[src/rtl/csm_pkg.sv]
// Package csm_pkg
// Shared domain indices and write-address codes for the safe-mode controller.
// Assumes exactly two safe-mode domains.
package csm_pkg;
    localparam int NUM_DOM = 2;

    typedef enum logic {
        DOM_NORM = 1'b0,
        DOM_DBG  = 1'b1
    } csm_dom_e;

    localparam logic ADDR_CLR = 1'b0;
    localparam logic ADDR_CFG = 1'b1;
endpackage

[src/rtl/csm_domain_state.sv]
// Module csm_domain_state
// Holds the safe-mode flag of one clock domain. A set event wins over a clear.
// Cold reset (rst_n low, synchronous) forces the flag on.
// Assumes set_i and clr_i are already decoded for this domain.
module csm_domain_state (
    input  logic clk,
    input  logic rst_n,
    input  logic set_i,
    input  logic clr_i,
    output logic safe_o
);
    logic safe_q;

    // Flag register: reset on, set has priority over the software clear
    always_ff @(posedge clk) begin
        if (!rst_n)
            safe_q <= 1'b1;
        else if (set_i)
            safe_q <= 1'b1;
        else if (clr_i)
            safe_q <= 1'b0;
    end

    assign safe_o = safe_q;

    assert_set_wins_R4: assert property (@(posedge clk) disable iff (!rst_n)
        set_i |=> safe_o);
    assert_clear_R3: assert property (@(posedge clk) disable iff (!rst_n)
        (clr_i && !set_i) |=> !safe_o);
    assert_hold_R5: assert property (@(posedge clk) disable iff (!rst_n)
        (!set_i && !clr_i) |=> $stable(safe_o));
endmodule

[src/rtl/csm_warm_cfg.sv]
// Module csm_warm_cfg
// Warm-reset response bits, one per domain. Only cold reset initialises them
// (to all ones), so they survive a warm reset. A write replaces all bits.
module csm_warm_cfg #(
    parameter int NB = 2
) (
    input  logic          clk,
    input  logic          rst_n,
    input  logic          wr_i,
    input  logic [NB-1:0] data_i,
    output logic [NB-1:0] cfg_o
);
    logic [NB-1:0] cfg_q;

    // Response register: cold reset to enabled, loaded on a config write
    always_ff @(posedge clk) begin
        if (!rst_n)
            cfg_q <= '1;
        else if (wr_i)
            cfg_q <= data_i;
    end

    assign cfg_o = cfg_q;

    assert_cfg_kept_R6: assert property (@(posedge clk) disable iff (!rst_n)
        !wr_i |=> $stable(cfg_o));
endmodule

[src/rtl/csm_override.sv]
// Module csm_override
// Combinational forcing of the clock-control fields while a domain is safe.
// Normal safe: bypass all PLLs to oscillator 1, default dividers, flash
// sources on the peripheral PLL, all normal enables on. Debug safe: debug
// enables on. The programmed inputs pass through unchanged otherwise.
module csm_override #(
    parameter int NPLL       = 3,
    parameter int NDIV       = 4,
    parameter int DIV_W      = 4,
    parameter int NFLASH     = 3,
    parameter int SEL_W      = 2,
    parameter int NEN        = 8,
    parameter int NDBG       = 4,
    parameter int DIV_DFLT   = 1,
    parameter int PERIPH_SEL = 2
) (
    input  logic                    safe_norm_i,
    input  logic                    safe_dbg_i,
    input  logic [NPLL-1:0]         pll_byp_i,
    input  logic [NPLL-1:0]         pll_bypsrc_i,
    input  logic [NDIV*DIV_W-1:0]   div_i,
    input  logic [NFLASH*SEL_W-1:0] flash_sel_i,
    input  logic [NEN-1:0]          clk_en_i,
    input  logic [NDBG-1:0]         dbg_en_i,
    output logic [NPLL-1:0]         pll_byp_o,
    output logic [NPLL-1:0]         pll_bypsrc_o,
    output logic [NDIV*DIV_W-1:0]   div_o,
    output logic [NFLASH*SEL_W-1:0] flash_sel_o,
    output logic [NEN-1:0]          clk_en_o,
    output logic [NDBG-1:0]         dbg_en_o
);
    localparam logic [DIV_W-1:0] DIV_SAFE = DIV_W'(DIV_DFLT);
    localparam logic [SEL_W-1:0] SEL_SAFE = SEL_W'(PERIPH_SEL);

    // PLL bypass and source: forced to bypass on oscillator 1
    assign pll_byp_o    = pll_byp_i | {NPLL{safe_norm_i}};
    assign pll_bypsrc_o = safe_norm_i ? '0 : pll_bypsrc_i;

    // Enables: each domain forces only its own gates on
    assign clk_en_o = clk_en_i | {NEN{safe_norm_i}};
    assign dbg_en_o = dbg_en_i | {NDBG{safe_dbg_i}};

    genvar gd;
    generate
        for (gd = 0; gd < NDIV; gd++) begin : g_div
            // One divider field: default value while normal domain is safe
            assign div_o[gd*DIV_W +: DIV_W] =
                safe_norm_i ? DIV_SAFE : div_i[gd*DIV_W +: DIV_W];
        end
        for (gd = 0; gd < NFLASH; gd++) begin : g_flash
            // One flash source select: peripheral PLL while normal is safe
            assign flash_sel_o[gd*SEL_W +: SEL_W] =
                safe_norm_i ? SEL_SAFE : flash_sel_i[gd*SEL_W +: SEL_W];
        end
    endgenerate

    // Immediate checks of the forced values
    always_comb begin
        if (safe_norm_i) begin
            assert_byp_forced_R7: assert ((&pll_byp_o) && (pll_bypsrc_o == '0));
            assert_en_forced_R10: assert (&clk_en_o);
        end
        if (safe_dbg_i) begin
            assert_dbg_forced_R10: assert (&dbg_en_o);
        end
        if (!safe_norm_i && !safe_dbg_i) begin
            assert_passthru_R11: assert ((div_o == div_i) && (flash_sel_o == flash_sel_i)
                && (clk_en_o == clk_en_i) && (dbg_en_o == dbg_en_i));
        end
    end
endmodule

[src/rtl/clk_safe_ctrl.sv]
// Module clk_safe_ctrl (top)
// Safe-mode controller for the normal and debug clock domains. It decodes
// the set and clear events per domain, keeps the warm-reset response bits,
// and forces the effective clock-control outputs.
// Assumes that all inputs are synchronous to clk, that rst_n is the cold
// reset, and that warm_rst is a one-cycle event.
module clk_safe_ctrl
    import csm_pkg::*;
#(
    parameter int NPLL       = 3,
    parameter int NDIV       = 4,
    parameter int DIV_W      = 4,
    parameter int NFLASH     = 3,
    parameter int SEL_W      = 2,
    parameter int NEN        = 8,
    parameter int NDBG       = 4,
    parameter int DIV_DFLT   = 1,
    parameter int PERIPH_SEL = 2
) (
    input  logic                    clk,
    input  logic                    rst_n,
    input  logic                    warm_rst,
    input  logic                    safe_req,
    input  logic                    sw_wr_en,
    input  logic                    sw_wr_addr,
    input  logic [1:0]              sw_wr_data,
    input  logic [NPLL-1:0]         pll_byp_i,
    input  logic [NPLL-1:0]         pll_bypsrc_i,
    input  logic [NDIV*DIV_W-1:0]   div_i,
    input  logic [NFLASH*SEL_W-1:0] flash_sel_i,
    input  logic [NEN-1:0]          clk_en_i,
    input  logic [NDBG-1:0]         dbg_en_i,
    output logic [NPLL-1:0]         pll_byp_o,
    output logic [NPLL-1:0]         pll_bypsrc_o,
    output logic [NDIV*DIV_W-1:0]   div_o,
    output logic [NFLASH*SEL_W-1:0] flash_sel_o,
    output logic [NEN-1:0]          clk_en_o,
    output logic [NDBG-1:0]         dbg_en_o,
    output logic                    safe_norm_o,
    output logic                    safe_dbg_o
);
    logic [NUM_DOM-1:0] warm_cfg;
    logic [NUM_DOM-1:0] dom_set;
    logic [NUM_DOM-1:0] dom_clr;
    logic [NUM_DOM-1:0] dom_safe;
    logic               cfg_wr;

    assign cfg_wr = sw_wr_en && (sw_wr_addr == ADDR_CFG);

    csm_warm_cfg #(.NB(NUM_DOM)) u_warm_cfg (
        .clk   (clk),
        .rst_n (rst_n),
        .wr_i  (cfg_wr),
        .data_i(sw_wr_data),
        .cfg_o (warm_cfg)
    );

    genvar gi;
    generate
        for (gi = 0; gi < NUM_DOM; gi++) begin : g_dom
            // Event decode: the request reaches only the normal domain
            assign dom_set[gi] = (warm_rst && warm_cfg[gi])
                               || (safe_req && (gi == int'(DOM_NORM)));
            assign dom_clr[gi] = sw_wr_en && (sw_wr_addr == ADDR_CLR) && sw_wr_data[gi];

            csm_domain_state u_state (
                .clk   (clk),
                .rst_n (rst_n),
                .set_i (dom_set[gi]),
                .clr_i (dom_clr[gi]),
                .safe_o(dom_safe[gi])
            );
        end
    endgenerate

    assign safe_norm_o = dom_safe[DOM_NORM];
    assign safe_dbg_o  = dom_safe[DOM_DBG];

    csm_override #(
        .NPLL(NPLL), .NDIV(NDIV), .DIV_W(DIV_W), .NFLASH(NFLASH), .SEL_W(SEL_W),
        .NEN(NEN), .NDBG(NDBG), .DIV_DFLT(DIV_DFLT), .PERIPH_SEL(PERIPH_SEL)
    ) u_override (
        .safe_norm_i (dom_safe[DOM_NORM]),
        .safe_dbg_i  (dom_safe[DOM_DBG]),
        .pll_byp_i   (pll_byp_i),
        .pll_bypsrc_i(pll_bypsrc_i),
        .div_i       (div_i),
        .flash_sel_i (flash_sel_i),
        .clk_en_i    (clk_en_i),
        .dbg_en_i    (dbg_en_i),
        .pll_byp_o   (pll_byp_o),
        .pll_bypsrc_o(pll_bypsrc_o),
        .div_o       (div_o),
        .flash_sel_o (flash_sel_o),
        .clk_en_o    (clk_en_o),
        .dbg_en_o    (dbg_en_o)
    );

    assert_cold_R1: assert property (@(posedge clk)
        !rst_n |=> (safe_norm_o && safe_dbg_o));
    assert_req_norm_only_R2: assert property (@(posedge clk) disable iff (!rst_n)
        (safe_req && !warm_rst && !(sw_wr_en && sw_wr_addr == ADDR_CLR))
            |=> (safe_norm_o && $stable(safe_dbg_o)));
endmodule

[config.mk]
export PLATFORM = sky130hd
export DESIGN_NAME = clk_safe_ctrl
export DESIGN_NICKNAME = d
export VERILOG_FILES = /design/src/rtl/csm_pkg.sv /design/src/rtl/csm_domain_state.sv /design/src/rtl/csm_warm_cfg.sv /design/src/rtl/csm_override.sv /design/src/rtl/clk_safe_ctrl.sv
export SDC_FILE = /design/constraint.sdc
export NUM_CORES = 1
export LEC_CHECK = 0
export BUFFER_PORTS_ARGS = -buffer_cell sky130_fd_sc_hd__buf_2
export CORE_ASPECT_RATIO = 1.25
export CORE_MARGIN = 2
export CORE_UTILIZATION = 24
export DETAILED_ROUTE_END_ITERATION = 12
export GPL_TIMING_DRIVEN = 1
export PLACE_DENSITY = 0.78
export SLEW_MARGIN = 20
export SYNTH_ARGS = -nofsm -noshare
export SYNTH_HDL_FRONTEND = slang
export SYNTH_SLANG_ARGS = --single-unit
[constraint.sdc]
create_clock -name clk -period 0.9 [get_ports clk]
set_input_delay 0.09 -clock clk [delete_from_list [all_inputs] [get_ports clk]]
set_output_delay 0.09 -clock clk [all_outputs]
set_load 0.02 [all_outputs]
==> flow_metrics.py <==
metrics = {
    "yosys": {
        "synth_edf_count": 0,
        "synth_area_um2": 453,
        "syn-num-nets": 106,
        "async_flop_share": 0,
        "synth-seq-cells": 4,
        "synth_top_area_share": 0.249,
        "yosysWarningCount": 0,
        "muxShareOfSynthArea": 0,
        "synth_common_cells": "18 x nor2b_1, 18 x or2_1, 4 x dfxtp_1, 4 x or2_2, 3 x buf_6",
        "synth_top_family_by_area": "simple AND/OR/NAND/NOR gates",
        "ys_seq_area_frac": 0.177,
        "synth_compound_area_frac": 0.127,
        "synth_top_area_cell": "nor2b_1",
        "synth_xor_xnor_area_share": 0,
        "synth_simple_gate_area_frac": 0.602,
        "synthAdderAreaFrac": 0,
        "synth.area.top_cells": "nor2b_1 25%, or2_1 25%, dfxtp_1 18%",
        "yosysUniqueCellTypes": 12,
        "syn_avg_cell_area_um2": 7.81,
        "netlist_instances": 58,
        "synth_ff_type": "dfxtp_1",
    },
    "sta": {
        "finalCriticalPeriod_ns": 1.24,
        "slew_violations": 0,
        "slew-limit-headroom": 0.918,
        "fmax_ghz": 0.805,
        "rsz0062_at_grt": "true",
        "hold_viol": 0,
        "setup_viol": 42,
        "final.setup_skew_ns": 0.0000292,
        "timing.final.ws_setup_ns": -0.342,
        "period_share": 1.38,
        "worst_pin_slew_ns": 0.123,
    },
    "clock_network": {
        "cts-htree-levels": 1,
        "clk_latency_ns": 0.24,
        "clk_pin_slew_worst_paths_ns": 0.04,
        "numCtsBuffers": 3,
        "postCtsHoldBufs": 0,
        "cts_tree": "yes",
        "postCtsSetupBuffers": 0,
        "root_buffer": "clkbuf_4",
        "cts_buffer_depth": 2,
        "clock-sinks": 4,
    },
    "worst_setup_path": {
        "worstPathArrival_ns": 1.15,
        "cp-start-kind": "flip-flop",
        "cp.required_ns": 0.81,
        "path_class": "reg2out",
        "setup.worst_path.end_class": "primary output",
        "path_max_fanout": 7,
    },
    "hold_path": {
        "worstHoldPathType": "in2reg",
    },
    "global_route": {
        "grt_use_total": 0.231,
        "antenna_found_initial": 1,
        "grt_pass1_wl_um": 3690,
        "grt_overflow_total": 0,
        "grt_max_degree": 16,
        "grt_pass1_vias": 830,
    },
    "routing": {
        "dr_total_vias": 801,
        "drtPass1Iterations": 2,
        "wl_per_cell_um": 16.1,
        "wirelength_um": 2730,
        "vias_per_cell": 4.71,
        "drt_iter0_markers": 7,
        "drc_errors": 0,
        "drtAntennaViolNets": 0,
    },
    "floorplan": {
        "io_pins": 90,
        "die_h_um": 52.6,
        "rows": 17,
        "die_x_um": 42.9,
        "die-area_um2": 2250,
        "fp.coreArea_um2": 1770,
        "start_util": 0.257,
    },
    "placed_design": {
        "dp_hpwl_um": 1710,
        "io_buffer_count": 89,
        "gp_congestion": 0.664,
        "dpl_worst_slack_ns": -0.0762,
    },
    "power_and_ir_drop": {
        "combPwrFrac": 0.391,
        "vdd_drop_max_mv": 0.515,
        "switching_power_uw": 189,
        "finalPower_uw": 687,
        "leakagePower_nw": 0.691,
        "power.share.clock": 0.334,
        "seqPwrFrac": 0.275,
        "swShare": 0.274,
        "internal-power_uw": 498,
        "power.density_nw_per_um2": 503,
    },
    "final_layout": {
        "final_util": 0.773,
        "fillers": 114,
        "area_delta_synth_final_pct": 201,
        "layout-drive-gt1-share": 0.900,
        "nets": 200,
    },
    "outcome": {
        "status": "finished with violations",
        "violations": "setup timing",
    },
    "job": {
        "cap_viol_max_count": 0,
    },
}
-- through the flow --
stage | std cells | setup TNS, ns | cell area, um^2 | hold WS (ns)
2_1_floorplan | 58 | -1.08 | 586 | 0.234
3_3_place_gp | 164 | -1.11 | 1040 | 0.345
3_5_place_dp | 164 | -1.25 | 1040 | 0.351
4_1_cts | 169 | -10.85 | 1330 | 0.0997
5_1_grt | 170 | -11.78 | 1370 | 0.111
6_report | 170 | -10.65 | 1370 | 0.106
-- power groups by stage --
stage	clock network, mW	logic (mW)	registers, mW
floorplan	0	0.0966	0.195
global placement	0	0.216	0.194
detailed placement	0	0.224	0.194
CTS	0.241	0.256	0.188
global route	0.246	0.282	0.189
finish	0.230	0.269	0.189
-- critical path: stages, from the launching register on --
cell and delay (ns):
dfxtp_4 0.36, bufbuf_16 0.29, nor2b_4 0.13, buf_6 0.12
-- registers in the layout (all words and copies together) (netlist names) --
name	flops
g_dom.u_state.safe_o	2
u_warm_cfg.cfg_o	2
-- path summary, 6_finish.rpt --
path | endpoint | from | cells past startpoint | slack, ns
setup / recovery | flash_sel_o[0] | g_dom[0].u_state.safe_o | 3 | -0.34
hold / removal | g_dom[0].u_state.safe_o | warm_rst | 2 | 0.11
setup reg to reg | g_dom[0].u_state.safe_o | g_dom[0].u_state.safe_o | 2 | -0.06
hold reg to reg | g_dom[0].u_state.safe_o | u_warm_cfg.cfg_o[0] | 1 | 0.48
-- cell families (layout without fill, tap and decap cells) --
group	Yosys count	count (layout)
AND/OR/NAND/NOR	43	43
buffers and inverters	5	97
AO/OA/AOI/OAI	6	6
flip-flops	4	4
other	0	1
-- cells in the final DEF (no fill, tap or decap), drive strengths merged --
cell / instances
clkbuf: 3
diode: 1
bufbuf: 1
inv: 1
a311o: 2
or2: 22
nor2b: 18
a221o: 2
a21boi: 2
nand3b: 2
buf: 92
or2b: 1
dfxtp: 4
-- metal layers --
metal	GRT usage	part of all wire	up-vias
li1	-	-	372
met1	0.160	0.29	362
met2	0.485	0.56	59
met3	0.0759	0.12	8
met4	0.161	0.035	0
met5	0	0	-
-- final cells by class --
cell class | count | area (um^2) | area share
Timing Repair Buffer | 93 | 742 | 0.544
Multi-Input combinational cell | 49 | 483 | 0.354
Sequential cell | 4 | 87.6 | 0.0642
Tap cell | 19 | 23.8 | 0.0174
Clock buffer | 3 | 22.5 | 0.0165
Inverter | 1 | 3.75 | 0.00275
Antenna cell | 1 | 2.50 | 0.00183
-- timing repair --
action                                  CTS  global route
pin swaps                                 4             0
resized for setup                        69            11
endpoints found under the setup margin   43            42
gates cloned                              2             0
(Power assumes the default switching activity.)
